## src/rtl/pkt_queue_mgr.sv

```systemverilog
module pkt_queue_mgr #(
  parameter int NW    = 5,
  parameter int DEPTH = 18
) (
  input  logic          clk,
  input  logic          rst_n,
  input  logic          cpu_enq,
  input  logic [NW-1:0] cpu_pnr,
  input  logic          dma_tx_pop,
  input  logic          tx_done,
  input  logic          tx_ok,
  input  logic          auto_rel,
  input  logic [NW-1:0] tx_done_num,
  input  logic          cpu_txack,
  input  logic          dma_rx_push,
  input  logic [NW-1:0] dma_rx_num,
  input  logic          cpu_rx_rm,
  input  logic          cpu_rx_rm_rel,
  output logic [NW:0]   tx_port,
  output logic [NW:0]   txc_port,
  output logic [NW:0]   rx_port,
  output logic          tx_empty,
  output logic          tx_int,
  output logic          tx_rel_req,
  output logic [NW-1:0] tx_rel_num,
  output logic          rx_rel_req,
  output logic [NW-1:0] rx_rel_num,
  output logic          err
);
  localparam int PW = $clog2(DEPTH);
  localparam int CW = $clog2(DEPTH + 1);
  localparam int NQ = 3;

  logic [NQ-1:0]    push, pop_req, emp, bad;
  logic [NQ*NW-1:0] din, heads;

  assign tx_rel_req = tx_done & tx_ok & auto_rel;
  assign tx_rel_num = tx_done_num;

  assign push    = {dma_rx_push, tx_done & ~tx_rel_req, cpu_enq};
  assign pop_req = {cpu_rx_rm | cpu_rx_rm_rel, cpu_txack, dma_tx_pop};
  assign din     = {dma_rx_num, tx_done_num, cpu_pnr};

  for (genvar q = 0; q < NQ; q++) begin : q_g
    logic [NW-1:0] mem [DEPTH];
    logic [PW-1:0] rd, wr;
    logic [CW-1:0] cnt;
    logic full, pop_ok, push_ok;

    assign full    = (cnt == CW'(DEPTH));
    assign emp[q]  = (cnt == '0);
    assign pop_ok  = pop_req[q] & ~emp[q];
    assign push_ok = push[q] & (~full | pop_ok);
    assign bad[q]  = (pop_req[q] & emp[q]) | (push[q] & ~push_ok);
    assign heads[q*NW +: NW] = emp[q] ? '0 : mem[rd];

    always_ff @(posedge clk) begin
      if (push_ok) mem[wr] <= din[q*NW +: NW];
    end

    always_ff @(posedge clk) begin
      if (!rst_n) begin
        rd  <= '0;
        wr  <= '0;
        cnt <= '0;
      end else begin
        if (push_ok) wr <= (wr == PW'(DEPTH - 1)) ? '0 : wr + 1'b1;
        if (pop_ok)  rd <= (rd == PW'(DEPTH - 1)) ? '0 : rd + 1'b1;
        cnt <= cnt + CW'(push_ok) - CW'(pop_ok);
      end
    end

    a_r8_no_overflow: assert property (@(posedge clk) disable iff (!rst_n)
      cnt <= CW'(DEPTH));
    a_r10_full_swap: assert property (@(posedge clk) disable iff (!rst_n)
      (push[q] && pop_req[q] && cnt == CW'(DEPTH)) |=> cnt == CW'(DEPTH));
  end

  always_ff @(posedge clk) begin
    if (!rst_n) err <= 1'b0;
    else        err <= err | (|bad);
  end

  assign tx_port  = {emp[0], heads[0 +: NW]};
  assign txc_port = {emp[1], heads[NW +: NW]};
  assign rx_port  = {emp[2], heads[2*NW +: NW]};
  assign tx_empty = emp[0];
  assign tx_int   = ~emp[1];

  assign rx_rel_req = cpu_rx_rm_rel & ~emp[2];
  assign rx_rel_num = heads[2*NW +: NW];

  a_r2_enq_nonempty: assert property (@(posedge clk) disable iff (!rst_n)
    (cpu_enq && !dma_tx_pop) |=> !tx_empty);
  a_r9_err_sticky: assert property (@(posedge clk) disable iff (!rst_n)
    err |=> err);
  a_r9_pop_empty_err: assert property (@(posedge clk) disable iff (!rst_n)
    (dma_tx_pop && tx_empty) |=> err);
  a_r4_auto_rel_skips: assert property (@(posedge clk) disable iff (!rst_n)
    (tx_done && tx_ok && auto_rel && !cpu_txack) |=> $stable(txc_port));
endmodule

```

## config.mk

```make
export PLATFORM = sky130hd
export DESIGN_NAME = pkt_queue_mgr
export DESIGN_NICKNAME = d
export VERILOG_FILES = /design/src/rtl/pkt_queue_mgr.sv
export SDC_FILE = /design/constraint.sdc
export NUM_CORES = 1
export LEC_CHECK = 0
export ABC_CLOCK_PERIOD_IN_PS = 10600
export BUFFER_PORTS_ARGS = -buffer_cell sky130_fd_sc_hd__buf_4
export CAP_MARGIN = 20
export CORE_ASPECT_RATIO = 2
export CORE_MARGIN = 5
export CORE_UTILIZATION = 38
export DETAILED_ROUTE_END_ITERATION = 6
export GPL_ROUTABILITY_DRIVEN = 0
export PLACE_DENSITY = 0.56
export SETUP_SLACK_MARGIN = 0.05
export SLEW_MARGIN = 20
export SYNTH_ARGS = -nofsm -noshare
export SYNTH_HDL_FRONTEND = slang
export SYNTH_SLANG_ARGS = --single-unit
```

## constraint.sdc

```tcl
create_clock -name clk -period 10.6 [get_ports clk]
set_clock_uncertainty 0.1 [all_clocks]
set_input_delay 3.18 -clock clk [delete_from_list [all_inputs] [get_ports clk]]
set_output_delay 3.18 -clock clk [all_outputs]
set_load 0.005 [all_outputs]
```

==> run metrics <==
Die X 146 um; P_leak 5.33 nW; #FFs+latches synth 331; dpl hpwl 21800 um; antenna diode count 0; Worst R2R Start q_g[1].cnt[2]; CP required 7.32 ns; largest net degree at the start of global routing 36; post-synthesis average cell area 14.9 um2; setup total negative slack 0 ns; Area growth syn-to-layout 12.6%; most frequent cells in the layout edfxtp_1, nor2_1, mux2i_1; HP Start q_g[0].rd[1]; CP cell instances buf_4, and2b_2, buf_4; first-pass GRT wire length 46300 um; Least-Margin Pin Slew 0.954 ns; Post-synth EDFFs 270; CTS buffer count 30; Final ANT Viol Nets 0; DRC marker count from the first detailed-route iteration 306; htree depth 1; CP max stage delay 0.18 ns; total gr overflow 0; CP max stage cell and2b_2; CTS root buf clkbuf_16; total global-route track usage 14.5%; Power Density 223 nW/um2; unrepaired setup endpoints after global routing no; crit path launch type input port; Hold Path Class reg -> reg; num ports 59; Yosys cell types 62; Mapped Cells 939; asr flop ratio synth 0%; hold path cells 2; initial core utilization 38.3%; most common cell after layout, fill and taps aside edfxtp_1; First-pass DRT Iterations 6; placed cell count 1415; row count 99; Critical Path Most Common Cell buf_4; max-cap violations 0; via count 7581; CTS tree done; # setup viols final 0; outcome finished, final reports clean; Hold-fix buffers, CTS 0; Longest Clk Path Bufs 3; CP endpoint kind output port; clock slew seen by the registers of the worst setup and hold paths 0.07 ns; CP arrival 3.60 ns; clk_lat worst skew 0.56 ns; Worst VDD drop 190 uV; Finished Layout Cells 1470; Routed wire per std cell 20.4 um; drc violations 0; Port-buffer cells 58; Top FF cell, synth edfxtp_1; Pins Over Slew Limit 0; Seq/Total Area, Yosys 66.8%; postcts setup bufs 0; cells on worst reg2reg path 13; design area 15700 um2; share of layout cells above drive strength 1 16.7%; vias in the first global route 8097; slew margin rel. 36.3%; nets 1058; placed instance area 14800 um2; Final Hold Vio Count 0; R2R setup slack 7.20 ns; Die Ht 281 um; drt total wl 30000 um; Reg-to-Reg End q_g[1].cnt[4]; synthesized area 14000 um2; Post-Syn Nets 1004; post-layout minimum cycle time 6.88 ns; post-CTS sizing 0; crit-path max FO 3; antenna violations before repair 0; synth warn 0; final cycle utilization of the critical path 64.9%; fmax 145 MHz; core area 36400 um2; crit path kind in -> out; vias per cell 5.16; total die area 40900 um2; CTS Sinks 331
[final cells by class]
class | count | area, um2
Inverter | 44 | 168
Clock inverter | 16 | 90.1
Timing Repair Buffer | 62 | 465
Clock buffer | 39 | 878
Multi-Input combinational cell | 524 | 4220
Fill cell | 3346 | 20700
Tap cell | 454 | 568
Sequential cell | 331 | 9330
[logic make-up (layout without fill, tap and decap cells)]
family / Yosys count / count (layout) / share of synthesized area (%)
and+or+nand+nor: 250 / 250 / 9.04
xor gates and xnor gates: 30 / 30 / 1.88
DFF: 331 / 331 / 66.8
buffers and inverters: 84 / 161 / 2.94
adders and majority gates: 39 / 39 / 3.66
muxes: 104 / 104 / 10.3
AOI/OAI and AO/OA: 101 / 101 / 5.29
[through the flow]
stage	worst slack, ns	util [%]	power, mW	hold slack (ns)
6_report	3.72	43.2	3.51	0.418
5_1_grt	3.71	43.2	3.70	0.461
4_1_cts	3.72	43.2	3.56	0.423
3_5_place_dp	3.72	40.5	2.50	0.407
3_3_place_gp	3.72	40.5	2.49	0.404
2_1_floorplan	3.96	-	2.19	0.371
[synth_stat cells (3+ instances only)]
cell type | instances | area, um2
fa_1 | 3 | 60.1
nand2b_1 | 11 | 68.8
and2_1 | 13 | 81.3
or2_2 | 4 | 25.0
mux2i_1 | 70 | 701
nor3_1 | 5 | 25.0
a22oi_1 | 26 | 195
or3_1 | 7 | 43.8
a31oi_1 | 6 | 37.5
o21ai_1 | 3 | 15.0
nand4_1 | 13 | 81.3
nand3_1 | 16 | 80.1
nor2b_1 | 6 | 37.5
o21ai_0 | 6 | 30.0
xnor2_1 | 14 | 123
and3_1 | 5 | 31.3
edfxtp_1 | 270 | 8110
ha_1 | 36 | 450
a21oi_1 | 17 | 85.1
a21o_1 | 3 | 22.5
nand2_1 | 45 | 169
inv_1 | 42 | 158
xor2_1 | 16 | 140
buf_2 | 5 | 25.0
buf_4 | 21 | 158
o211ai_1 | 8 | 60.1
o2111ai_1 | 12 | 105
nor2_1 | 100 | 375
nor3b_1 | 5 | 37.5
mux4_2 | 32 | 721
a32oi_1 | 7 | 61.3
clkbuf_1 | 13 | 48.8
dfxtp_1 | 61 | 1220
[registers in the layout, summed over array words and instances, names as in the netlist, named ones only]
signal	cells
q_g.mem	270
q_g.rd	15
err	1
q_g.cnt	15
q_g.wr	15
[critical path, delay by kind of cell]
kind	cells	cell delay, ns
AND/OR/NAND/NOR	1	0.18
buffers and inverters	2	0.24
[per-layer routing]
layer | wire, um | up-vias | track usage (%)
li1 | - | 3624 | -
met1 | 9960 | 3730 | 14.0
met2 | 17700 | 174 | 30.0
met3 | 1240 | 53 | 2.11
met4 | 1120 | 0 | 5.72
met5 | 0 | - | 0
[how the worst max path moves through the flow]
stage	start	endpoint	slack, ns
2_1_floorplan	cpu_rx_rm_rel	rx_rel_req	3.96
3_3_place_gp	cpu_rx_rm_rel	rx_rel_req	3.72
3_5_place_dp	cpu_rx_rm_rel	rx_rel_req	3.72
4_1_cts	cpu_rx_rm_rel	rx_rel_req	3.72
5_1_grt	auto_rel	tx_rel_req	3.71
6_report	cpu_rx_rm_rel	rx_rel_req	3.72
[report_power, final]
| part | internal (mW) | total [mW] | switching (mW) |
|---|---|---|---|
| Clock | 0.586 | 1.06 | 0.476 |
| Combinational | 0.424 | 0.919 | 0.495 |
| Sequential | 1.47 | 1.53 | 0.0607 |
| Total | 2.48 | 3.51 | 1.03 |
(Power assumes the default switching activity.)
